$ cat src/rtl/cas_ack_pkg.sv
package cas_ack_pkg;
    // Acknowledge sequence phase: waiting for the first or the second strobe.
    typedef enum logic {
        PH_FIRST  = 1'b0,
        PH_SECOND = 1'b1
    } ack_phase_e;
endpackage

$ cat src/rtl/cas_first_set.sv
// cas_first_set: finds the lowest-index set bit of a vector.
// Assumes N is a power of two; idx_o is zero when no bit is set.
module cas_first_set #(
    parameter int N  = 8,
    parameter int LW = $clog2(N)
) (
    input  logic [N-1:0]  vec_i,
    output logic          any_o,
    output logic [LW-1:0] idx_o,
    output logic [N-1:0]  onehot_o
);
    // Scan from the top so the lowest set bit is the last one written.
    always_comb begin
        idx_o = '0;
        for (int i = N - 1; i >= 0; i--) begin
            if (vec_i[i]) idx_o = LW'(i);
        end
    end

    // Isolate the lowest set bit with a two's complement trick.
    always_comb begin
        any_o    = |vec_i;
        onehot_o = vec_i & (~vec_i + N'(1));
    end
endmodule

$ cat src/rtl/cas_req_reg.sv
// cas_req_reg: request capture register, level or rising-edge mode.
// Assumes irq_i is already synchronous to clk. A clear from the
// acknowledge logic wins over a new capture in the same cycle.
module cas_req_reg #(
    parameter int N = 8
) (
    input  logic         clk,
    input  logic         rst_n,
    input  logic         level_mode_i,
    input  logic [N-1:0] irq_i,
    input  logic [N-1:0] clr_i,
    output logic [N-1:0] irr_o
);
    logic [N-1:0] prev_q;
    logic [N-1:0] rise;

    // Rising transitions relative to the previous cycle.
    always_comb rise = irq_i & ~prev_q;

    // Track previous input and update the request bits.
    always_ff @(posedge clk) begin
        if (!rst_n) begin
            prev_q <= '0;
            irr_o  <= '0;
        end else begin
            prev_q <= irq_i;
            if (level_mode_i) irr_o <= irq_i & ~clr_i;
            else              irr_o <= (irr_o | rise) & ~clr_i;
        end
    end
endmodule

$ cat src/rtl/cas_prio.sv
// cas_prio: fixed-priority resolver, level 0 highest. A request wins only
// if it is unmasked and outranks every level currently in service.
module cas_prio #(
    parameter int N  = 8,
    parameter int LW = $clog2(N)
) (
    input  logic [N-1:0]  irr_i,
    input  logic [N-1:0]  mask_i,
    input  logic [N-1:0]  isr_i,
    output logic          win_valid_o,
    output logic [LW-1:0] win_lvl_o
);
    logic [N-1:0]  elig;
    logic [N-1:0]  above;
    logic          isr_any;
    logic [LW-1:0] isr_idx;
    logic [N-1:0]  isr_low;
    logic          req_any;
    logic [N-1:0]  req_low;

    cas_first_set #(.N(N), .LW(LW)) u_isr_find (
        .vec_i   (isr_i),
        .any_o   (isr_any),
        .idx_o   (isr_idx),
        .onehot_o(isr_low)
    );

    // Levels that outrank the highest-priority in-service level.
    always_comb begin
        above = isr_any ? (isr_low - N'(1)) : '1;
        elig  = irr_i & ~mask_i & above;
    end

    cas_first_set #(.N(N), .LW(LW)) u_req_find (
        .vec_i   (elig),
        .any_o   (req_any),
        .idx_o   (win_lvl_o),
        .onehot_o(req_low)
    );

    // Winner exists when any eligible request remains.
    always_comb win_valid_o = req_any;

    logic unused_ok;
    always_comb unused_ok = ^{isr_idx, req_low};
endmodule

$ cat src/rtl/cas_ack_seq.sv
// cas_ack_seq: two-strobe acknowledge sequencer with cascade handling.
// Owns the in-service register. Master: broadcasts the level on the
// cascade bus when that level has a slave attached, else vectors itself.
// Slave: matches the cascade bus against its identity on the first
// strobe. Assumes the two strobes are separated by at least one idle cycle.
module cas_ack_seq
    import cas_ack_pkg::*;
#(
    parameter int N     = 8,
    parameter int LW    = $clog2(N),
    parameter int VEC_W = 8,
    parameter int BW    = VEC_W - LW
) (
    input  logic          clk,
    input  logic          rst_n,
    input  logic          is_master,
    input  logic          ack_i,
    input  logic          eoi_i,
    input  logic          aeoi_i,
    input  logic [N-1:0]  slave_map_i,
    input  logic [LW-1:0] id_i,
    input  logic [BW-1:0] base_i,
    input  logic [LW-1:0] cas_i,
    input  logic          win_valid_i,
    input  logic [LW-1:0] win_lvl_i,
    output logic [N-1:0]  isr_o,
    output logic [N-1:0]  irr_clr_o,
    output logic [LW-1:0] cas_o,
    output logic          cas_oe_o,
    output logic [VEC_W-1:0] vec_o,
    output logic          vec_oe_o
);
    ack_phase_e       phase_q;
    logic [LW-1:0]    lvl_q;
    logic             own_q;
    logic             resp_q;
    logic             cdrv_q;
    logic [VEC_W-1:0] vec_q;
    logic             first_ack;
    logic             second_ack;
    logic             to_slave;
    logic             id_match;
    logic             accept;
    logic             resp_n;
    logic [N-1:0]     win_oh;
    logic [N-1:0]     lvl_oh;
    logic [N-1:0]     set_v;
    logic [N-1:0]     clr_auto;
    logic [N-1:0]     clr_cmd;
    logic             isr_any;
    logic [LW-1:0]    isr_idx;
    logic [N-1:0]     isr_low;

    // Strobe qualification and role-dependent decisions.
    always_comb begin
        first_ack  = ack_i && (phase_q == PH_FIRST);
        second_ack = ack_i && (phase_q == PH_SECOND);
        to_slave   = win_valid_i && slave_map_i[win_lvl_i];
        id_match   = (cas_i == id_i);
        accept     = first_ack && win_valid_i && (is_master || id_match);
        resp_n     = is_master ? !to_slave : id_match;
        win_oh     = {{(N-1){1'b0}}, 1'b1} << win_lvl_i;
        lvl_oh     = {{(N-1){1'b0}}, 1'b1} << lvl_q;
    end

    cas_first_set #(.N(N), .LW(LW)) u_eoi_find (
        .vec_i   (isr_o),
        .any_o   (isr_any),
        .idx_o   (isr_idx),
        .onehot_o(isr_low)
    );

    // In-service set and clear terms.
    always_comb begin
        set_v     = accept ? win_oh : '0;
        clr_auto  = (second_ack && aeoi_i && own_q) ? lvl_oh : '0;
        clr_cmd   = eoi_i ? isr_low : '0;
        irr_clr_o = set_v;
    end

    // Phase, captured level and responder flags.
    always_ff @(posedge clk) begin
        if (!rst_n) begin
            phase_q <= PH_FIRST;
            lvl_q   <= '0;
            own_q   <= 1'b0;
            resp_q  <= 1'b0;
            cdrv_q  <= 1'b0;
        end else if (first_ack) begin
            phase_q <= PH_SECOND;
            lvl_q   <= win_valid_i ? win_lvl_i : '1;
            own_q   <= accept;
            resp_q  <= resp_n;
            cdrv_q  <= is_master && to_slave;
        end else if (second_ack) begin
            phase_q <= PH_FIRST;
            own_q   <= 1'b0;
            resp_q  <= 1'b0;
            cdrv_q  <= 1'b0;
        end
    end

    // In-service register update.
    always_ff @(posedge clk) begin
        if (!rst_n) isr_o <= '0;
        else        isr_o <= (isr_o | set_v) & ~clr_auto & ~clr_cmd;
    end

    // Vector byte, presented for one cycle after the second strobe.
    always_ff @(posedge clk) begin
        if (!rst_n) begin
            vec_q    <= '0;
            vec_oe_o <= 1'b0;
        end else begin
            vec_oe_o <= second_ack && resp_q;
            if (second_ack) vec_q <= {base_i, lvl_q};
        end
    end

    // Cascade address drive, master role only.
    always_comb begin
        cas_oe_o = is_master &&
                   ((first_ack && to_slave) || (phase_q == PH_SECOND && cdrv_q));
        if (!cas_oe_o)                 cas_o = '0;
        else if (phase_q == PH_FIRST)  cas_o = win_lvl_i;
        else                           cas_o = lvl_q;
        vec_o = vec_oe_o ? vec_q : '0;
    end

    logic unused_ok;
    always_comb unused_ok = ^{isr_any, isr_idx};
endmodule

$ cat src/rtl/cascade_ack_ctrl.sv
// cascade_ack_ctrl: interrupt controller core with cascade acknowledge.
// Assumes all inputs are synchronous to clk, ack_i and eoi_i are one-cycle
// strobes, and the two acknowledge strobes are at least two cycles apart.
module cascade_ack_ctrl #(
    parameter int N_LVL = 8,
    parameter int VEC_W = 8,
    localparam int LW   = $clog2(N_LVL),
    localparam int BW   = VEC_W - LW
) (
    input  logic             clk,
    input  logic             rst_n,
    input  logic             is_master,
    input  logic             cfg_level,
    input  logic             cfg_aeoi,
    input  logic [N_LVL-1:0] cfg_mask,
    input  logic [N_LVL-1:0] cfg_slave_map,
    input  logic [LW-1:0]    cfg_id,
    input  logic [BW-1:0]    cfg_base,
    input  logic [N_LVL-1:0] irq_i,
    output logic             int_o,
    input  logic             ack_i,
    input  logic             eoi_i,
    input  logic [LW-1:0]    cas_i,
    output logic [LW-1:0]    cas_o,
    output logic             cas_oe,
    output logic [VEC_W-1:0] vec_o,
    output logic             vec_oe
);
    logic [N_LVL-1:0] irr;
    logic [N_LVL-1:0] isr;
    logic [N_LVL-1:0] irr_clr;
    logic             win_valid;
    logic [LW-1:0]    win_lvl;

    cas_req_reg #(.N(N_LVL)) u_req (
        .clk         (clk),
        .rst_n       (rst_n),
        .level_mode_i(cfg_level),
        .irq_i       (irq_i),
        .clr_i       (irr_clr),
        .irr_o       (irr)
    );

    cas_prio #(.N(N_LVL), .LW(LW)) u_prio (
        .irr_i      (irr),
        .mask_i     (cfg_mask),
        .isr_i      (isr),
        .win_valid_o(win_valid),
        .win_lvl_o  (win_lvl)
    );

    cas_ack_seq #(.N(N_LVL), .LW(LW), .VEC_W(VEC_W), .BW(BW)) u_seq (
        .clk        (clk),
        .rst_n      (rst_n),
        .is_master  (is_master),
        .ack_i      (ack_i),
        .eoi_i      (eoi_i),
        .aeoi_i     (cfg_aeoi),
        .slave_map_i(cfg_slave_map),
        .id_i       (cfg_id),
        .base_i     (cfg_base),
        .cas_i      (cas_i),
        .win_valid_i(win_valid),
        .win_lvl_i  (win_lvl),
        .isr_o      (isr),
        .irr_clr_o  (irr_clr),
        .cas_o      (cas_o),
        .cas_oe_o   (cas_oe),
        .vec_o      (vec_o),
        .vec_oe_o   (vec_oe)
    );

    // Interrupt output follows the resolver.
    always_comb int_o = win_valid;
endmodule

$ cat config.mk
export PLATFORM = sky130hd
export DESIGN_NAME = cascade_ack_ctrl
export DESIGN_NICKNAME = d
export VERILOG_FILES = /design/src/rtl/cas_ack_pkg.sv /design/src/rtl/cas_first_set.sv /design/src/rtl/cas_req_reg.sv /design/src/rtl/cas_prio.sv /design/src/rtl/cas_ack_seq.sv /design/src/rtl/cascade_ack_ctrl.sv
export SDC_FILE = /design/constraint.sdc
export NUM_CORES = 1
export LEC_CHECK = 0
export ABC_AREA = 1
export BUFFER_PORTS_ARGS = -buffer_cell sky130_fd_sc_hd__buf_2
export CAP_MARGIN = 20
export CORE_MARGIN = 2
export CORE_UTILIZATION = 54
export CTS_BUF_LIST = sky130_fd_sc_hd__clkbuf_8
export DETAILED_ROUTE_END_ITERATION = 16
export PLACE_DENSITY_LB_ADDON = 0.3
export SLEW_MARGIN = 10
export SYNTH_ARGS = -nofsm -noshare
export SYNTH_HDL_FRONTEND = slang
export SYNTH_SLANG_ARGS = --single-unit
$ cat constraint.sdc
create_clock -name clk -period 2.45 [get_ports clk]
set_clock_uncertainty 0.05 [all_clocks]
set_input_delay 0 -clock clk [delete_from_list [all_inputs] [get_ports clk]]
set_output_delay 0 -clock clk [all_outputs]
set_load 0.005 [all_outputs]
* Word level (Yosys, flattened, before mapping)
Index checks and enable logic that the tools add are counted.
Cells by class: bitwise gates (word level) 17, equality and inequality tests 1, add/sub/neg operators 2, magnitude comparators 1, muxes and demuxes 25, shift operators 2, reduce and logical (&&, ||, !) cells 18
Operator list (count):
- $and 8x8->8 | 8
- $mux 8 | 6
- $not 8->8 | 6
- $mux 3 | 11
- $or 8x8->8 | 2
- $reduce_or 8->1 | 2
- $shl 1x3->8 const A | 2
- $logic_and 1x1->1 | 12
- $add 8x1->8 const B | 1
- $sub 8x1->8 const B | 1
- $mux 1 | 7
- $lt 3x4->1 const B | 1
- $bmux 1 s3 | 1
- $eq 3x3->1 | 1
- $logic_or 1x1->1 | 2
- $reduce_bool 2->1 | 1
- $logic_not 1->1 | 1
- $not 1->1 | 1
Word-level totals: output and inout port bits 14, register bits 40, word-level logic and storage cells 76, bits of input ports 42

* Longest topological paths before layout
Gate-level depths: netlist of run 1.
depth after elaboration 21, mapped depth 18, depth with buffers taken out 18

* Cells and area by module
From an unflattened synthesis of run 1, not the netlist that was laid out.
Second synthesis, totals: cell total of the unflattened synthesis 452, area, all modules 2776.4 um^2
Modules (own cells, without submodules):
- cas_ack_seq | area each 1373.8 um^2, sequential area each 480.5 um^2, cells an instance 200, instances 1
- cas_req_reg | area each 639.4 um^2, sequential area each 320.3 um^2, cells an instance 84, instances 1
- cas_first_set | area each 158.9 um^2, sequential area each 0.0 um^2, cells an instance 36, instances 3
- cas_prio | area each 286.5 um^2, sequential area each 0.0 um^2, cells an instance 60, instances 1

* Least setup slack after synthesis of run 1
Ideal clock, no wire load.
path type register -> register, from register u_seq.isr_o[1], to register u_seq.resp_q, library setup time 130 ps, slack 688 ps, data arrival time 1582 ps, path buffers 0, data required time 2270 ps, cell stages (with the launch flop) 19, clock period less this slack 1762 ps, cell sequence dfxtp_1 -> nor2_4 -> nand2_4 -> nor2_4 -> nand3_2 -> nand2_1 -> nand2_1 -> nand2_1 -> nand2_2 -> nand2_4 -> nand2_4 -> nand2_1 -> nand2_1 -> nand2_1 -> nand2_1 -> nand2_2 -> nand3_1 -> nand2_1 -> o31ai_1
Between the ends: cells in the longest elaborated chain, start to end 20, elaborated cells between the ends (all ways) 22, classes of those cells 2 x add/sub; 13 x mux; 3 x bitwise; 4 x reduce/logical
RTL lines:
- start, declared | line cas_ack_seq.sv:26 | output logic [N-1:0] isr_o,
- start signal, assigned | line cas_ack_seq.sv:106 | else isr_o <= (isr_o | set_v) & ~clr_auto & ~clr_cmd;
- $not 8->8 | line cas_first_set.sv:23 | onehot_o = vec_i & (~vec_i + N'(1));
- $add 8x1->8 | line cas_first_set.sv:23
- $and 8x8->8 | line cas_first_set.sv:23
- $sub 8x1->8 | line cas_prio.sv:30 | above = isr_any ? (isr_low - N'(1)) : '1;
- $mux 8 (*) | line cas_prio.sv:30
- $and 8x8->8 (*) | line cas_prio.sv:31 | elig = irr_i & ~mask_i & above;
- $mux 3 (8 in series) | line cas_first_set.sv:16 | if (vec_i[i]) idx_o = LW'(i);
- $bmux 1 s3 | line cas_ack_seq.sv:58 | to_slave = win_valid_i && slave_map_i[win_lvl_i];
- $mux 1 (implied by the code) | line cas_ack_seq.sv:58
- $logic_and 1x1->1 (*) | line cas_ack_seq.sv:58
- $logic_not 1->1 (*) | line cas_ack_seq.sv:61 | resp_n = is_master ? !to_slave : id_match;
- $mux 1 (*) | line cas_ack_seq.sv:61
- $mux 1 (*) | line cas_ack_seq.sv:89 | end else if (first_ack) begin
- end signal, assigned | line cas_ack_seq.sv:93 | resp_q <= resp_n;
- end, declared | line cas_ack_seq.sv:36 | logic resp_q;
Every way passes the cells marked *; elsewhere a longest branch is shown, timed or not. The select of a mux whose other input is x is not followed. A chain may end at the register's enable or synchronous reset.

* Final worst setup path of run 1
from register u_seq.isr_o[0], to output cas_o[1]
Between the ends: cells in the longest elaborated chain, start to end 21, elaborated cells between the ends (all ways) 24, classes of those cells 2 x add/sub; 13 x mux; 3 x bitwise; 6 x reduce/logical
RTL lines:
- $not 8->8 | line cas_first_set.sv:23
- $add 8x1->8 | line cas_first_set.sv:23
- $and 8x8->8 | line cas_first_set.sv:23
- $sub 8x1->8 | line cas_prio.sv:30
- $mux 8 (*) | line cas_prio.sv:30
- $and 8x8->8 (*) | line cas_prio.sv:31
- $mux 3 (8 in series) | line cas_first_set.sv:16
- $bmux 1 s3 | line cas_ack_seq.sv:58
- $mux 1 (implied by the code) | line cas_ack_seq.sv:58
- $logic_and 1x1->1 | line cas_ack_seq.sv:58
- $logic_and 1x1->1 | line cas_ack_seq.sv:123 | ((first_ack && to_slave) || (phase_q == PH_SECOND && cdrv_q));
- $logic_or 1x1->1 | line cas_ack_seq.sv:123
- $logic_and 1x1->1 | line cas_ack_seq.sv:122 | cas_oe_o = is_master &&
- $mux 3 (*) | line cas_ack_seq.sv:124 | if (!cas_oe_o) cas_o = '0;
- end, declared | line cascade_ack_ctrl.sv:24 | output logic [LW-1:0] cas_o,
Marked as above.

==> reports/results.tsv, run 1 <==
stage	metric	value	unit
run_status	outcome	complete, no violations	
yosys	synthFlopType	dfxtp_1	
hold_path	holdCritPathClass	input pin to flip-flop	
hold_path	holdPathStages	4	
clocking	cts_tree	yes	
final_layout	final_common_cell	nand2_1	
yosys	syn-num-nets	359	
place	place_congestion	0.946	
floorplanning	die-area	0.00448	mm²
sta	holdWs	83.9	ps
detailed_routing	drtIter0Drc	193	
final_layout	final_cell_mix	nand2_1, inv_1, buf_2, nor2_1, dfxtp_1	
final_layout	final_util	73.8	%
detailed_routing	antenna_left	0	
clocking	clk_latency	300	ps
clocking	numCtsBuffers	5	
power	power	1680	µW
grt	grt_pass1_wl	9280	µm
sta	min_period	2450	ps
clocking	cts.sinks	40	
setup_path	end_kind	output port	
setup_path	critPathArrivalTime	2400	ps
yosys	syn_inst	317	
yosys	ys_warn_count	0	
yosys	synth_cell_type_count	32	
power	clkPwrFrac	32.3	%
power	p_switching	524	µW
detailed_routing	routed_wl	5720	µm
power	p_int	1150	µW
grt	grt-ovfl-total	0	
setup_path	path_cells	nor2_4, nand2_4, nor2_4, nand3_2, nand2_1, nand2_1, nand2_1, nand2_2, nand2_4, nand2_8, nand2_1, nand2_1, nand2_1, nand2_1, nand2_2, nand4_4, a21oi_2, buf_2	
floorplanning	initial_utilization	57.1	%
grt	grt_pass1_vias	2171	
place	dpl_cell_area	0.00246	mm²
setup_path	critical_path.max_stage_delay	360	ps
sta	setup-tns-final	0	ps
floorplanning	ioPinCount	56	
place	hpwlAfterDp	4070	µm
flow_run	drv_cap	0	
floorplanning	rows	22	
setup_path	cpMostUsedCell	nand2_1	
floorplanning	die_y	66.9	µm
setup_path	r2r_end	u_seq.resp_q	
hold_path	hold_end	u_seq.isr_o[1]	
detailed_routing	first_pass_iters	4	
setup_path	regToRegSetupSlack	300	ps
detailed_routing	via_per_inst	5.20	
yosys	synthArstFlopShare	0	%
yosys	ys_ff_latch	40	
power	ir_worst_vdd	414	µV
sta	slew-limit-headroom	68.8	%
grt	antenna_found_initial	0	
sta	finalCritPeriodShare	99.8	%
setup_path	startpoint_type	flip-flop	
sta	fmax	409	MHz
sta	slew_violations	0	
sta	rsz0062_at_grt	yes	
place	portBuffers	55	
power	switching_share	31.2	%
clocking	clockBufferDepth	2	
setup_path	cp_data_required_time	2400	ps
sta	hold_viol	0	
yosys	synth-edff-count	0	
power	p_per_area	608	mW/mm²
setup_path	r2r-start	u_seq.isr_o[0]	
final_layout	diodes	0	
sta	setup_viol	0	
detailed_routing	wl_per_cell	13.0	µm
sta	tightest_slew	468	ps
detailed_routing	vias	2281	
final_layout	fillers	309	
power	p_leak	0.00142	µW
final_layout	fin_nets	432	
floorplanning	fp.dieW	66.9	µm
detailed_routing	drc	0	
clocking	htreeDepth	2	
clocking	clockRootBuffer	clkbuf_8	
hold_path	min_from	eoi_i	
floorplanning	core-area	0.00374	mm²
grt	grt_max_degree	27	
final_layout	syn2layout_area_growth	29.2	%
setup_path	r2r.worst_path.cells	19	
grt	grt_usage	27.4	%
clocking	clkTransAtPathRegs	70	ps
setup_path	crit_fanout	5	
yosys	syn_area	0.00214	mm²
final_layout	drive_above_1_share	25.3	%
power	comb_power_share	24.8	%
setup_path	cpMaxStageDelayCell	dfxtp_4	
power	power_frac_seq	42.9	%
yosys	avgSynthCellArea	6.74	µm²
setup_path	criticalPathCategory	flip-flop to output port	
yosys	yosysSeqAreaShare	37.5	%
final_layout	final_area	0.00276	mm²
cells in the mapped netlist, types with 2 or more instances:
library cell | number | area, µm²
o311ai_0 | 3 | 26.3
a21oi_1 | 22 | 110
dfxtp_1 | 40 | 801
nor3_1 | 4 | 20.0
nor2_1 | 38 | 143
nor4_2 | 2 | 25.0
o21ai_0 | 14 | 70.1
clkbuf_1 | 8 | 30.0
a221oi_1 | 2 | 17.5
inv_1 | 59 | 221
nand2_1 | 67 | 251
nor2_2 | 2 | 12.5
nand4_1 | 2 | 12.5
nand2_4 | 3 | 33.8
nor4_1 | 3 | 18.8
nor3_2 | 4 | 40.0
nand3_1 | 15 | 75.1
inv_2 | 3 | 11.3
xnor2_1 | 3 | 26.3
nand3b_1 | 3 | 22.5
nor2_4 | 3 | 33.8
o21ai_1 | 4 | 20.0
nand2_2 | 4 | 25.0
cells by family after synthesis:
| kind of cell | after synthesis | share of synthesized area [%] |
|---|---|---|
| simple gates | 152 | 34.8 |
| buf+inv | 70 | 12.3 |
| compound gates | 52 | 14.2 |
| flops | 40 | 37.5 |
| xor+xnor | 3 | 1.23 |
sequential cells by signal (all words and copies together), names as in the netlist:
name,count
u_req.irr_o,8
u_req.prev_q,8
u_seq.cdrv_q,1
u_seq.isr_o,8
u_seq.lvl_q,3
u_seq.own_q,1
u_seq.phase_q,1
u_seq.resp_q,1
u_seq.vec_oe_o,1
u_seq.vec_q,8
power by group through the flow:
stage          logic, µW  clock network (µW)  registers, µW
6_report             416                 542            720
3_3_place_gp         355                   0            733
2_1_floorplan        263                   0            725
5_1_grt              463                 575            725
3_5_place_dp         363                   0            735
4_1_cts              383                 541            720
layer usage:
metal	global-route usage [%]	vias up	wire length (µm)
li1	-	1150	-
met1	34.1	1035	2550
met2	46.0	82	2740
met3	5.74	14	339
met4	10.5	0	92
met5	0	-	0
repair_timing:
item	4_1_cts	5_1_grt
setup buffers	0	3
hold buffers	14	0
resized for setup	0	9
endpoints found under the hold margin	16	0
endpoints found under the setup margin	0	4
through the flow:
stage                     setup slack, ps  cells
after global placement                473    414
final                                4.73    439
after global routing                 -184    439
after CTS                            69.3    436
after floorplan                       688    317
after detailed placement              401    414
worst max-delay path: cells and delay by family, from the launching register on:
family	cells	cell delay (ps)
flops	1	360
simple gates	16	1460
buf+inv	1	120
compound gates	1	170
worst max path at each step:
| stage | slack, ps | to | startpoint |
|---|---|---|---|
| floorplan | 690 | u_seq.resp_q | u_seq.isr_o[1] |
| global placement | 470 | u_seq.isr_o[6] | u_seq.isr_o[1] |
| detailed placement | 400 | cas_o[1] | u_seq.isr_o[1] |
| CTS | 70 | cas_o[1] | u_seq.isr_o[1] |
| global route | -180 | cas_o[1] | u_seq.isr_o[0] |
| finish | 5 | cas_o[1] | u_seq.isr_o[0] |
layout make-up:
| class | count | area (µm²) | area share, % |
|---|---|---|---|
| clock buffer | 5 | 68.8 | 2.49 |
| clock inverter | 3 | 42.5 | 1.54 |
| inverter | 62 | 233 | 8.43 |
| multi-input combinational | 207 | 1100 | 39.7 |
| sequential | 40 | 808 | 29.3 |
| tap | 48 | 60.1 | 2.17 |
| timing repair buffer | 74 | 453 | 16.4 |
Power figures use the tool's default switching activity.
==> inputs of run 2 (changes only) <==
==> constraint.sdc (replaced) <==
create_clock -name clk -period 2.8 [get_ports clk]
set_clock_uncertainty 0.05 [all_clocks]
set_input_delay 0 -clock clk [delete_from_list [all_inputs] [get_ports clk]]
set_output_delay 0 -clock clk [all_outputs]
set_load 0.005 [all_outputs]
==> reports/results.tsv, run 2 (synthesis results as in run 1) <==
stage	metric	value	unit
clocking	clockBufferDepth	2	
detailed_routing	drc	0	
detailed_routing	via_per_inst	5.17	
place	portBuffers	55	
detailed_routing	wl_per_cell	13.2	µm
grt	grt_usage	28.2	%
place	place_worst_setup_slack	771	ps
final_layout	final_cell_mix	nand2_1, inv_1, buf_2, dfxtp_1, nor2_1	
sta	fmax	414	MHz
floorplanning	die-area	0.00448	mm²
power	p_per_area	533	mW/mm²
sta	slew_violations	0	
place	post-place-cells	413	
final_layout	final_util	72.1	%
clocking	numCtsBuffers	5	
power	p_leak	0.00140	µW
run_status	outcome	complete, no violations	
sta	tightest_slew	478	ps
setup_path	startpoint_type	flip-flop	
sta	fin_ws	384	ps
clocking	clk_latency	300	ps
detailed_routing	vias	2247	
sta	finalCritPeriodShare	86.3	%
detailed_routing	antenna_left	0	
setup_path	cpMaxStageDelayCell	dfxtp_1	
setup_path	cpMostUsedCell	nand2_1	
grt	grt_max_degree	27	
place	place_congestion	0.930	
setup_path	critical_path.max_stage_delay	360	ps
floorplanning	initial_utilization	57.1	%
detailed_routing	drtIter0Drc	160	
sta	setup-tns-final	0	ps
sta	rsz0062_at_grt	no	
setup_path	critPathArrivalTime	2370	ps
sta	min_period	2420	ps
setup_path	crit_fanout	9	
clocking	cts_setup_buffers	0	
clocking	hold_buffers	14	
clocking	clkTransAtPathRegs	80	ps
setup_path	cp_data_required_time	2750	ps
place	hpwlAfterDp	4130	µm
setup_path	path_cells	nor2_4, nand2_4, nor2_4, nand3_2, nand2_1, nand2_1, nand2_1, nand2_2, nand2_4, nand2_4, nand2_1, nand2_1, nand2_1, nand2_1, nand2_2, nand4_4, a21oi_1, buf_2	
floorplanning	core-area	0.00374	mm²
flow_run	drv_cap	0	
clocking	htreeDepth	2	
setup_path	criticalPathCategory	flip-flop to output port	
detailed_routing	first_pass_iters	4	
floorplanning	fp.dieW	66.9	µm
sta	setup_viol	0	
final_layout	drive_above_1_share	22.7	%
grt	grt-ovfl-total	0	
floorplanning	die_y	66.9	µm
final_layout	fin_nets	428	
setup_path	end_kind	output port	
clocking	cts_resized	0	
final_layout	final_common_cell	nand2_1	
floorplanning	ioPinCount	56	
clocking	clockRootBuffer	clkbuf_8	
power	power	1440	µW
grt	grt_pass1_wl	9520	µm
clocking	cts.sinks	40	
hold_path	holdCritPathClass	input pin to flip-flop	
final_layout	diodes	0	
clocking	cts_tree	yes	
grt	grt_pass1_vias	2179	
final_layout	stdcell_count	435	
detailed_routing	routed_wl	5750	µm
floorplanning	rows	22	
grt	antenna_found_initial	0	
sta	slew-limit-headroom	68.2	%
power	ir_worst_vdd	361	µV
sta	hold_viol	0	
final_layout	syn2layout_area_growth	26.2	%
## run 2: changes by cell type in the layout (fill, tap and decap cells not counted), sizes merged
cell,change
clkinvlp,-1
buf,-4
inv,+1
## run 2: worst max-delay path, delay by kind of cell (launching register included)
| kind | cells | cell delay, ps |
|---|---|---|
| compound gates | 1 | 170 |
| buf+inv | 1 | 130 |
| flops | 1 | 360 |
| simple gates | 16 | 1410 |
## run 2: layout make-up
| class | count | area [µm²] |
|---|---|---|
| Clock buffer | 5 | 68.8 |
| Clock inverter | 3 | 38.8 |
| Fill cell | 340 | 1050 |
| Inverter | 62 | 233 |
| Multi-Input combinational cell | 207 | 1070 |
| Sequential cell | 40 | 801 |
| Tap cell | 48 | 60.1 |
| Timing Repair Buffer | 70 | 423 |
## run 2: final timing paths
path	cells after the start	to	slack [ps]	startpoint
setup / recovery	18	cas_o[2]	380	u_seq.isr_o[1]
hold / removal	4	u_seq.isr_o[5]	80	eoi_i
setup reg to reg	18	u_seq.resp_q	770	u_seq.isr_o[1]
hold reg to reg	2	u_seq.vec_oe_o	430	u_seq.resp_q
## run 2: metrics by stage
step / hold slack, ps / instance area, µm²
global placement: 146 / 2450
finish: 82.9 / 2700
CTS: 73.5 / 2700
global route: 116 / 2700
floorplan: 53.5 / 2140
detailed placement: 155 / 2450
## run 2: metal layers
layer | share of wire, % | GRT usage [%] | vias up
met5 | 0 | 0 | -
met4 | 2.3 | 12.5 | 0
met3 | 6.5 | 5.24 | 14
met2 | 48 | 47.5 | 86
met1 | 44 | 34.9 | 1005
li1 | - | - | 1142
## run 2: power breakdown
part | switching, µW | leakage, µW | internal, µW
Clock | 209 | 0.0000593 | 261
Sequential | 25.5 | 0.000329 | 606
Combinational | 211 | 0.00101 | 125
Total | 445 | 0.00140 | 992
==> inputs of run 3 (changes only) <==
==> constraint.sdc (replaced) <==
create_clock -name clk -period 2.8 [get_ports clk]
set_clock_uncertainty 0.05 [all_clocks]
set_input_delay 0 -clock clk [delete_from_list [all_inputs] [get_ports clk]]
set_output_delay 0 -clock clk [all_outputs]
set_load 0.02 [all_outputs]
==> reports/results.tsv, run 3 (synthesis results as in run 1) <==
stage	metric	value	unit
detailed_routing	first_pass_iters	4	
power	p_switching	425	µW
setup_path	crit_fanout	6	
floorplanning	ioPinCount	56	
detailed_routing	wl_per_cell	12.1	µm
sta	slew-limit-headroom	68.5	%
power	p_per_area	496	mW/mm²
hold_path	holdCritPathClass	input pin to flip-flop	
final_layout	fin_nets	428	
final_layout	syn2layout_area_growth	24.8	%
floorplanning	die_y	66.9	µm
setup_path	end_kind	output port	
sta	tightest_slew	469	ps
power	switching_share	32.2	%
grt	antenna_found_initial	0	
sta	setup-tns-final	0	ps
setup_path	cp_top_family	simple AND/OR/NAND/NOR gates	
sta	rsz0062_at_grt	no	
clocking	clockRootBuffer	clkbuf_8	
detailed_routing	antenna_left	0	
power	p_leak	0.00139	µW
place	place_congestion	0.955	
power	power	1320	µW
setup_path	path_cells	nor2_4, nand2_4, nor3_2, nand2_1, nand2_1, nor2_1, nor3_2, inv_1, nand2_2, nand4_4, a21oi_1, buf_2	
grt	grt_usage	27.1	%
place	hpwlAfterDp	4000	µm
power	comb_power_share	25.6	%
clocking	clkTransAtPathRegs	70	ps
grt	grt_pass1_vias	2133	
detailed_routing	vias	2160	
sta	slew_violations	0	
power	power_frac_seq	47.7	%
floorplanning	rows	22	
setup_path	criticalPathCategory	flip-flop to output port	
sta	setup_viol	0	
setup_path	cp_data_required_time	2750	ps
grt	grt-ovfl-total	0	
place	portBuffers	55	
setup_path	startpoint_type	flip-flop	
power	clkPwrFrac	26.7	%
floorplanning	fp.dieW	66.9	µm
sta	hold_viol	0	
clocking	clk_latency	290	ps
setup_path	cpMaxStageDelayCell	nor3_2	
power	p_int	897	µW
clocking	cts.sinks	40	
clocking	numCtsBuffers	5	
floorplanning	initial_utilization	57.1	%
setup_path	critPathArrivalTime	2350	ps
clocking	cts_tree	yes	
sta	fmax	416	MHz
final_layout	diodes	0	
grt	grt_max_degree	27	
power	ir_worst_vdd	438	µV
clocking	cts_resized	0	
grt	grt_pass1_wl	9100	µm
clocking	clockBufferDepth	2	
detailed_routing	routed_wl	5250	µm
final_layout	drive_above_1_share	22.5	%
detailed_routing	via_per_inst	4.98	
detailed_routing	drtIter0Drc	135	
final_layout	final_cell_mix	nand2_1, inv_1, buf_2, dfxtp_1, nor2_1	
sta	finalCritPeriodShare	85.8	%
setup_path	critical_path.max_stage_delay	370	ps
floorplanning	die-area	0.00448	mm²
final_layout	final_common_cell	nand2_1	
sta	min_period	2400	ps
run_status	outcome	complete, no violations	
setup_path	path_buf_inv	2	
flow_run	drv_cap	0	
floorplanning	core-area	0.00374	mm²
clocking	htreeDepth	2	
detailed_routing	drc	0	
## run 3: worst reg2reg max path: cells and delay by family (launching register included)
| kind | cells | cell delay (ps) |
|---|---|---|
| buffers and inverters | 2 | 160 |
| AND/OR/NAND/NOR | 9 | 1250 |
| flip-flops | 1 | 350 |
| AO/OA/AOI/OAI | 1 | 100 |
## run 3: worst paths after layout
kind | from | endpoint | slack (ps) | cells after the start
worst max-delay path | u_seq.isr_o[1] | cas_o[2] | 400 | 12
worst min-delay path | eoi_i | u_seq.isr_o[4] | 80 | 4
worst min register to register | u_seq.resp_q | u_seq.vec_oe_o | 410 | 2
worst max register to register | u_seq.isr_o[1] | u_req.irr_o[5] | 760 | 12
## run 3: repair_timing
item                                    4_1_cts  5_1_grt
hold buffers                                 14        0
endpoints found under the hold margin        17        0
endpoints found under the setup margin        0        0
buffers inserted                              0        0
## run 3: cell type report
cell class	instances	area [µm²]
clock buffer	5	68.8
tap	48	60.1
timing repair buffer	70	423
fill	337	1080
clock inverter	2	8.76
inverter	62	233
sequential	40	801
multi-input combinational	207	1070
## run 3: power by group through the flow
stage	Combinational (µW)	Clock (µW)	Sequential [µW]
after floorplan	238	0	635
after global placement	315	0	642
after detailed placement	320	0	643
after CTS	336	364	630
after global routing	384	384	635
final	338	353	631
## run 3: stage by stage
stage / setup slack [ps] / cell area, µm² / util [%] / instances / hold slack (ps)
final: 397 / 2670 / 71.3 / 434 / 83.3
after global routing: 122 / 2670 / 71.3 / 434 / 127
after CTS: 406 / 2670 / 71.3 / 434 / 70.6
after detailed placement: 741 / 2450 / 65.4 / 413 / 153
after global placement: 799 / 2450 / 65.4 / 413 / 146
after floorplan: 854 / 2140 / - / 317 / 53.5
## run 3: metal layers
layer / track usage [%] / part of all wire, % / vias to the layer above
met1: 34.0 / 43 / 928
li1: - / - / 1141
met5: 0 / 0 / -
met3: 7.26 / 8.4 / 5
met2: 45.3 / 47 / 86
met4: 8.42 / 0.82 / 0
